`src/rtl/spi_evt_pkg.sv`:
```
package spi_evt_pkg;
    localparam int EVT_N = 9;

    localparam int EV_MDONE = 0;
    localparam int EV_SDONE = 1;
    localparam int EV_TXREQ = 2;
    localparam int EV_TXOVF = 3;
    localparam int EV_TXUNF = 4;
    localparam int EV_RXREQ = 5;
    localparam int EV_RXOVF = 6;
    localparam int EV_RXUNF = 7;
    localparam int EV_MMIS  = 8;

    localparam logic [EVT_N-1:0] ERR_CLASS =
        EVT_N'((1 << EV_SDONE) | (1 << EV_TXOVF) | (1 << EV_TXUNF) |
               (1 << EV_RXOVF) | (1 << EV_RXUNF) | (1 << EV_MMIS));

    typedef enum logic {
        SEL_EVT  = 1'b0,
        SEL_MASK = 1'b1
    } reg_sel_e;
endpackage

```
`src/rtl/spi_evt_bank.sv`:
```
module spi_evt_bank #(
    parameter int W = 9
) (
    input  logic         clk_i,
    input  logic         rst_n,
    input  logic [W-1:0] pulse_i,
    input  logic [W-1:0] clr_i,
    output logic [W-1:0] evt_o
);
    logic [W-1:0] evt_q;

    for (genvar i = 0; i < W; i++) begin : g_flag
        always_ff @(posedge clk_i) begin
            if (!rst_n)
                evt_q[i] <= 1'b0;
            else if (pulse_i[i])
                evt_q[i] <= 1'b1;
            else if (clr_i[i])
                evt_q[i] <= 1'b0;
        end
    end

    assign evt_o = evt_q;

    assert_sticky_R2: assert property (@(posedge clk_i) disable iff (!rst_n)
        ((evt_q & ~clr_i) != '0) |=>
        ((evt_q & $past(evt_q & ~clr_i)) == $past(evt_q & ~clr_i)));

    assert_clear_R3: assert property (@(posedge clk_i) disable iff (!rst_n)
        ((clr_i & ~pulse_i) != '0) |=>
        ((evt_q & $past(clr_i & ~pulse_i)) == '0));

    assert_set_wins_R4: assert property (@(posedge clk_i) disable iff (!rst_n)
        (pulse_i != '0) |=> ((evt_q & $past(pulse_i)) == $past(pulse_i)));
endmodule

```
`src/rtl/spi_evt_mask.sv`:
```
module spi_evt_mask #(
    parameter int W = 9
) (
    input  logic         clk_i,
    input  logic         rst_n,
    input  logic         we_i,
    input  logic [W-1:0] data_i,
    output logic [W-1:0] mask_o
);
    logic [W-1:0] mask_q;

    always_ff @(posedge clk_i) begin
        if (!rst_n)
            mask_q <= '1;
        else if (we_i)
            mask_q <= data_i;
    end

    assign mask_o = mask_q;

    assert_mask_load_R5: assert property (@(posedge clk_i) disable iff (!rst_n)
        we_i |=> (mask_q == $past(data_i)));

    assert_mask_hold_R9: assert property (@(posedge clk_i) disable iff (!rst_n)
        !we_i |=> $stable(mask_q));
endmodule

```
`src/rtl/spi_evt_irq.sv`:
```
module spi_evt_irq #(
    parameter int W = 9,
    parameter logic [W-1:0] ERR_SET = '0
) (
    input  logic         clk_i,
    input  logic         rst_n,
    input  logic [W-1:0] evt_i,
    input  logic [W-1:0] mask_i,
    output logic         pend_o,
    output logic         err_o,
    output logic         irq_o
);
    logic pend;
    logic irq_q;

    always_comb begin
        pend  = |(evt_i & ~mask_i);
        err_o = |(evt_i & ERR_SET);
    end

    always_ff @(posedge clk_i) begin
        if (!rst_n)
            irq_q <= 1'b0;
        else
            irq_q <= pend;
    end

    assign pend_o = pend;
    assign irq_o  = irq_q;

    assert_irq_lag_R7: assert property (@(posedge clk_i) disable iff (!rst_n)
        pend |=> irq_q);

    assert_irq_drop_R7: assert property (@(posedge clk_i) disable iff (!rst_n)
        !pend |=> !irq_q);

    assert_all_masked_R6: assert property (@(posedge clk_i) disable iff (!rst_n)
        (mask_i == '1) |-> !pend);
endmodule

```
`src/rtl/spi_evt_unit.sv`:
```
module spi_evt_unit
    import spi_evt_pkg::*;
#(
    parameter int EVT_W = EVT_N
) (
    input  logic             clk_i,
    input  logic             rst_n,
    input  logic [EVT_W-1:0] evt_pulse_i,
    input  logic             wr_en_i,
    input  logic             wr_sel_i,
    input  logic [EVT_W-1:0] wr_data_i,
    input  logic             rd_sel_i,
    output logic [EVT_W-1:0] rd_data_o,
    output logic             pend_o,
    output logic             irq_o,
    output logic             err_o
);
    localparam logic [EVT_W-1:0] ERR_SET = EVT_W'(ERR_CLASS);

    logic [EVT_W-1:0] evt;
    logic [EVT_W-1:0] mask;
    logic [EVT_W-1:0] clr;
    logic             mask_we;

    always_comb begin
        clr     = (wr_en_i && reg_sel_e'(wr_sel_i) == SEL_EVT) ? wr_data_i : '0;
        mask_we = wr_en_i && reg_sel_e'(wr_sel_i) == SEL_MASK;
    end

    spi_evt_bank #(.W(EVT_W)) u_bank (
        .clk_i   (clk_i),
        .rst_n   (rst_n),
        .pulse_i (evt_pulse_i),
        .clr_i   (clr),
        .evt_o   (evt)
    );

    spi_evt_mask #(.W(EVT_W)) u_mask (
        .clk_i  (clk_i),
        .rst_n  (rst_n),
        .we_i   (mask_we),
        .data_i (wr_data_i),
        .mask_o (mask)
    );

    spi_evt_irq #(.W(EVT_W), .ERR_SET(ERR_SET)) u_irq (
        .clk_i  (clk_i),
        .rst_n  (rst_n),
        .evt_i  (evt),
        .mask_i (mask),
        .pend_o (pend_o),
        .err_o  (err_o),
        .irq_o  (irq_o)
    );

    always_comb begin
        unique case (reg_sel_e'(rd_sel_i))
            SEL_EVT:  rd_data_o = evt;
            SEL_MASK: rd_data_o = mask;
        endcase
    end

    assert_evt_hold_on_mask_R9: assert property (@(posedge clk_i) disable iff (!rst_n)
        (mask_we && evt_pulse_i == '0) |=> $stable(evt));
endmodule

```
`config.mk`:
```
export PLATFORM = sky130hd
export DESIGN_NAME = spi_evt_unit
export DESIGN_NICKNAME = d
export VERILOG_FILES = /design/src/rtl/spi_evt_pkg.sv /design/src/rtl/spi_evt_bank.sv /design/src/rtl/spi_evt_mask.sv /design/src/rtl/spi_evt_irq.sv /design/src/rtl/spi_evt_unit.sv
export SDC_FILE = /design/constraint.sdc
export NUM_CORES = 1
export LEC_CHECK = 0
export BUFFER_PORTS_ARGS = -buffer_cell sky130_fd_sc_hd__buf_2
export CORE_AREA = 8 8 65 67
export DETAILED_ROUTE_END_ITERATION = 6
export DIE_AREA = 0 0 73 75
export GPL_TIMING_DRIVEN = 0
export PLACE_DENSITY = 0.57
export SLEW_MARGIN = 0
export SYNTH_ARGS = -nofsm -noshare
export SYNTH_HDL_FRONTEND = slang
export SYNTH_SLANG_ARGS = --single-unit
```
`constraint.sdc`:
```
create_clock -name clk_i -period 1.35 [get_ports clk_i]
set_clock_uncertainty 0.15 [all_clocks]
set_input_delay 0.0675 -clock clk_i [delete_from_list [all_inputs] [get_ports clk_i]]
set_output_delay 0.0675 -clock clk_i [all_outputs]
set_load 0.02 [all_outputs]
```
# Word-level counts from Yosys, hierarchy flattened
# Cells that the tools add are included.
# W data, S select, Z words.
# op_classes
muxes	20
n_bitwise	4
n_reduce_logical	13
# ops
op	n
$mux W1	18
$pmux W9 S2	1
$reduce_bool A2 Y1	9
$and A9 B9 Y9	1
$mux W9	1
$not A9 Y9	1
$reduce_or A9 Y1	1
$reduce_or A6 Y1	1
$logic_and A1 B1 Y1	2
$not A1 Y1	2
# totals
regBits	19
input_bits	23
out_inout_bits	12

# Depth between registers and ports, before layout
# depth
ltp_word	5
mapped_depth	5
ltp_nobuf	3

# By module
# Synthesis repeated with hierarchy kept, for this count alone.
# unflattened
cells_unflattened	96
hier_area_um2	1076.0
# modules_own_cells
mod	instances	cells_each	area_each_um2	seq_area_each_um2
spi_evt_bank	1	28	382.9	180.2
spi_evt_mask	1	29	319.1	180.2
spi_evt_unit	1	20	231.5	0.0
spi_evt_irq	1	19	142.6	20.0

# Least setup slack after synthesis
# OpenSTA, ideal clock, no wires.
# synth_timing
path_kind	flip-flop to output port
from	register u_bank.evt_q[4] (netlist: u_bank.evt_o[4])
to	output pend_o
arrival_time_ns	0.981
t_required_ns	1.133
slack_ns	0.152
path_stages_with_launch	4
path_buffers	0
cell_sequence	dfxtp_1 nor2b_4 a2111oi_4 nand3_1
# synth_via
elab_chain_len	2
# synth_rtl
element	line_no	text
start: declaration	spi_evt_bank.sv:10	logic [W-1:0] evt_q;
start signal: indexed assignment	spi_evt_bank.sv:15	evt_q[i] <= 1'b0;
start signal: indexed assignment	spi_evt_bank.sv:17	evt_q[i] <= 1'b1;
start signal: indexed assignment	spi_evt_bank.sv:19	evt_q[i] <= 1'b0;
$and A9 B9 Y9	spi_evt_irq.sv:17	pend = |(evt_i & ~mask_i);
$reduce_or A9 Y1	spi_evt_irq.sv:17	
end: declaration	spi_evt_unit.sv:14	output logic pend_o,
# No other way between the ends.

# Final worst setup path
# Ends and elaborated chain as after synthesis.

==> impl_results.html <==
<table>
<tr><th>Metric</th><th>Value</th></tr>
<tr><th colspan="2">Yosys</th></tr>
<tr><td>Yosys Warn Count</td><td>0</td></tr>
<tr><td>Library cell with the largest summed area after synthesis</td><td>sky130_fd_sc_hd__dfxtp_1</td></tr>
<tr><td>Mapped Area</td><td>928.4 um^2</td></tr>
<tr><td>Number of instances in the synthesized netlist</td><td>93</td></tr>
<tr><td>Distinct cells, synth</td><td>23</td></tr>
<tr><td>Number of register bits inferred by synthesis</td><td>19</td></tr>
<tr><td>Yosys top cell area share</td><td>around two fifths</td></tr>
<tr><td>Syn nets</td><td>116</td></tr>
<tr><td>Synth Area per Inst</td><td>9.983 um^2</td></tr>
<tr><td>Synth area leaders</td><td>sky130_fd_sc_hd__dfxtp_1 41%, sky130_fd_sc_hd__mux2_1 11%, sky130_fd_sc_hd__o211ai_2 8.1%, sky130_fd_sc_hd__a21boi_1 7.3%, sky130_fd_sc_hd__o21a_1 7.3%</td></tr>
<tr><td>Register area share after synthesis</td><td>40.97%</td></tr>
<tr><th colspan="2">STA</th></tr>
<tr><td>Part of the cycle the worst path needs</td><td>123.0%</td></tr>
<tr><td>Min Clock Period, post-route</td><td>1.660 ns</td></tr>
<tr><td>Worst Slack Setup Final</td><td>-0.3101 ns</td></tr>
<tr><td>Number of hold violations in the final report</td><td>0</td></tr>
<tr><td>Max frequency</td><td>602.4 MHz</td></tr>
<tr><td>Pins Over Slew Limit</td><td>0</td></tr>
<tr><td># setup viols final</td><td>4</td></tr>
<tr><td>Relative max-transition margin</td><td>approximately 77%</td></tr>
<tr><td>Actual slew at the worst max-slew pin</td><td>0.3478 ns</td></tr>
<tr><td>Setup repair after global routing missed its margin</td><td>true</td></tr>
<tr><th colspan="2">Detailed routing</th></tr>
<tr><td>Routed length on met3</td><td>181 um</td></tr>
<tr><td>Starting DRT DRC Count</td><td>48</td></tr>
<tr><td>Avg Vias per Cell</td><td>4.502</td></tr>
<tr><td>Mean routed wirelength per cell</td><td>between 10 and 15 um</td></tr>
<tr><td>Total routed wirelength</td><td>2.880 mm</td></tr>
<tr><td>Number of design rule violations left after detail routing</td><td>0</td></tr>
<tr><td>Number of iterations in the first detailed-routing pass</td><td>4</td></tr>
<tr><td>Total vias in the final route</td><td>914</td></tr>
<tr><td>Remaining antenna violation count after routing</td><td>0</td></tr>
<tr><td>Detailed-routing wirelength on met1</td><td>1.166 mm</td></tr>
<tr><td>Met2 wirelength from detailed routing</td><td>around 1.5 mm</td></tr>
<tr><td>Uppermost signal routing layer after detailed routing</td><td>met4</td></tr>
<tr><th colspan="2">Die</th></tr>
<tr><td>Die span in x</td><td>73 um</td></tr>
<tr><td>Vertical extent of the die</td><td>75 um</td></tr>
<tr><td>Area of the die</td><td>5475 um^2</td></tr>
<tr><td>Initial standard-cell utilization of the core</td><td>between 20% and 30%</td></tr>
<tr><td>Number of cell rows</td><td>21</td></tr>
<tr><td>Standard cell core area</td><td>3232 um^2</td></tr>
<tr><td>Boundary pin count</td><td>35</td></tr>
<tr><th colspan="2">Cells and area</th></tr>
<tr><td>Share of cells above drive strength 1</td><td>about 45%</td></tr>
<tr><td>Total non-filler cell area in the finished layout</td><td>1516 um^2</td></tr>
<tr><td>Antenna fix cells</td><td>0</td></tr>
<tr><td>Area Overhead vs Synth</td><td>63.34%</td></tr>
<tr><td>Net count reported at finish</td><td>181</td></tr>
<tr><th colspan="2">Worst setup path</th></tr>
<tr><td>Worst path required time</td><td>approximately 1.1 ns</td></tr>
<tr><td>Kind of critical path</td><td>reg -&gt; out</td></tr>
<tr><td>Peak fanout along the critical path</td><td>2</td></tr>
<tr><td>Startpoint of the worst-slack reg-to-reg timing path</td><td>u_mask.mask_o[5]</td></tr>
<tr><td>CP Launch Type</td><td>flop</td></tr>
<tr><td>Critical path arrival</td><td>1.44 ns</td></tr>
<tr><td>Capture point of the worst reg-to-reg path</td><td>u_irq.irq_o</td></tr>
<tr><td>Register-to-register path setup slack</td><td>around 0.090 ns</td></tr>
<tr><td>Cell depth of the worst flop-to-flop path</td><td>4</td></tr>
<tr><td>Capturing element type of the critical path</td><td>output port</td></tr>
<tr><th colspan="2">Power and ir drop</th></tr>
<tr><td>Highest ir drop seen on vdd</td><td>approximately 300 uV</td></tr>
<tr><td>Standby leakage power</td><td>approximately 0.68 nW</td></tr>
<tr><td>Power density relative to cell area</td><td>875.2 nW/um^2</td></tr>
<tr><th colspan="2">CTS</th></tr>
<tr><td>H-tree levels</td><td>1</td></tr>
<tr><td>CTS tree</td><td>yes</td></tr>
<tr><td>Clock transition at path regs</td><td>0.11 ns</td></tr>
<tr><td>Clock Tree Root</td><td>sky130_fd_sc_hd__clkbuf_4</td></tr>
<tr><td>Clock latency at the later pin of the worst-skew pair</td><td>0.30 ns</td></tr>
<tr><td>Buffers from clock root to sink, at most</td><td>2</td></tr>
<tr><td>Number of clock buffers inserted by TritonCTS</td><td>3</td></tr>
<tr><td># clock sinks</td><td>19</td></tr>
<tr><th colspan="2">Status</th></tr>
<tr><td>Failing checks</td><td>setup timing</td></tr>
<tr><td>Outcome</td><td>finished with violations</td></tr>
<tr><th colspan="2">Job</th></tr>
<tr><td>Maximum Capacitance Violations</td><td>0</td></tr>
<tr><th colspan="2">GRT</th></tr>
<tr><td>Overflow left after global routing</td><td>0</td></tr>
<tr><td>Global-route wire length before repair</td><td>4.595 mm</td></tr>
<tr><td>Via count of the first global-routing pass</td><td>1,011</td></tr>
<tr><td>Global-route usage over all layers</td><td>between 10% and 20%</td></tr>
<tr><td>Initial antenna violation count</td><td>0</td></tr>
<tr><td>Largest net degree at the start of global routing</td><td>11</td></tr>
<tr><th colspan="2">Placed design</th></tr>
<tr><td>Final HPWL DP</td><td>1.913 mm</td></tr>
<tr><td>Dpl ws</td><td>about 0.033 ns</td></tr>
<tr><td>Port bufs</td><td>32</td></tr>
<tr><td>Global placement routability congestion</td><td>between 0.7 and 0.8</td></tr>
<tr><td>Post-DP Area</td><td>1146 um^2</td></tr>
<tr><th colspan="2">Hold path</th></tr>
<tr><td>Hold path startpoint</td><td>u_mask.mask_o[3]</td></tr>
<tr><td>HP Class</td><td>reg -&gt; reg</td></tr>
<tr><td>Number of instances on the worst hold path</td><td>2</td></tr>
<tr><td>Worst Hold Path EP</td><td>u_mask.mask_o[3]</td></tr>
</table>
where the power goes:
group | switching [W] | total (W) | internal (W) | leakage, nW
sequential | 0.0000300 | 0.000634 | 0.000604 | 0.159
combinational | 0.000184 | 0.000401 | 0.000217 | 0.508
clock | 0.000178 | 0.000293 | 0.000115 | 0.0150
total | 0.000391 | 0.00133 | 0.000936 | 0.682
synthesized netlist by cell type, drive strengths merged:
cell	n
nor4	1
o211ai	6
clkinv	1
a22oi	1
o21a	9
dfxtp	19
and2	1
nand3	4
inv	6
buf	5
and2b	1
nor2b	3
nand2	14
nor2	1
a31oi	1
a222oi	1
mux2	9
a21boi	9
a2111oi	1
cells in the final DEF, fill, tap and decap left out, types with 3 or more instances in the layout:
master	Yosys	final
sky130_fd_sc_hd__a21boi_1	9	9
sky130_fd_sc_hd__clkbuf_4	0	3
sky130_fd_sc_hd__nand2_1	14	14
sky130_fd_sc_hd__dfxtp_1	19	10
sky130_fd_sc_hd__dlygate4sd3_1	0	21
sky130_fd_sc_hd__o211ai_2	6	6
sky130_fd_sc_hd__buf_6	1	8
sky130_fd_sc_hd__nand3_1	4	4
sky130_fd_sc_hd__o21a_1	9	9
sky130_fd_sc_hd__dfxtp_2	0	7
sky130_fd_sc_hd__inv_1	5	4
sky130_fd_sc_hd__buf_2	3	29
sky130_fd_sc_hd__buf_4	1	7
sky130_fd_sc_hd__mux2_1	9	7
worst max-delay path by stage:
stage                           from  endpoint  depth (start not counted)
floorplan            u_bank.evt_o[4]    pend_o                          3
global placement     u_bank.evt_o[4]    pend_o                          4
detailed placement  u_mask.mask_o[0]    pend_o                          4
CTS                  u_bank.evt_o[4]    pend_o                          4
global route         u_bank.evt_o[4]    pend_o                          4
finish               u_bank.evt_o[4]    pend_o                          4
final cells by class:
class	count	area, um^2
buffer	5	33.78
timing repair buffer	60	464.2
tap	46	57.56
inverter	7	27.53
sequential	19	396.6
multi-input combinational	62	510.5
fill	338	1715
clock buffer	4	26.28
layer usage:
metal  global-route usage (%)  vias up
li1                         -      456
met3                    2.397        4
met1                    10.95      429
met4                    5.333        0
met5                        0        -
met2                    20.36       25
critical path, stage by stage (launching register included):
cell                        delay, ns
sky130_fd_sc_hd__dfxtp_2         0.34
sky130_fd_sc_hd__nor2b_4         0.12
sky130_fd_sc_hd__a2111oi_4       0.35
sky130_fd_sc_hd__nand3_1         0.16
sky130_fd_sc_hd__buf_6           0.17
cell families (layout without fill, tap and decap cells):
kind of cell           after synthesis  in the layout  share of synthesized area, %
DFF                                 19             19                         40.97
AOI/OAI and AO/OA                   28             28                         28.17
muxes                                9              9                         10.92
buffers and inverters               12             76                         6.468
and+or+nand+nor                     25             25                         13.48
registers in the layout (all words and copies together), names as in the netlist:
| signal | flops |
|---|---|
| u_bank.evt_o | 9 |
| u_mask.mask_o | 9 |
| u_irq.irq_o | 1 |
repair_timing:
| action | CTS | global route |
|---|---|---|
| gates resized for setup | 19 | 14 |
| pin swaps | 6 | 3 |
| buffers inserted | 7 | 4 |
| hold buffers | 21 | 0 |
| hold endpoints to repair | 19 | 0 |
| setup endpoints to repair | 3 | 9 |
per-stage QoR:
| stage | TNS (ns) | util [%] | hold slack [ns] | cells | power, W |
|---|---|---|---|---|---|
| 5_1_grt | -1.019 | 46.92 | 0.3752 | 203 | 0.001398 |
| 6_report | -0.7605 | 46.92 | 0.3506 | 203 | 0.001327 |
| 3_5_place_dp | 0 | 35.46 | 0.1314 | 171 | 0.0009316 |
| 2_1_floorplan | 0 | - | 0.04121 | 93 | 0.0008257 |
| 3_3_place_gp | 0 | 35.46 | 0.1257 | 171 | 0.0009236 |
| 4_1_cts | -0.7089 | 46.03 | 0.3507 | 203 | 0.001316 |
Note: power is estimated with default switching activity, not from simulation.
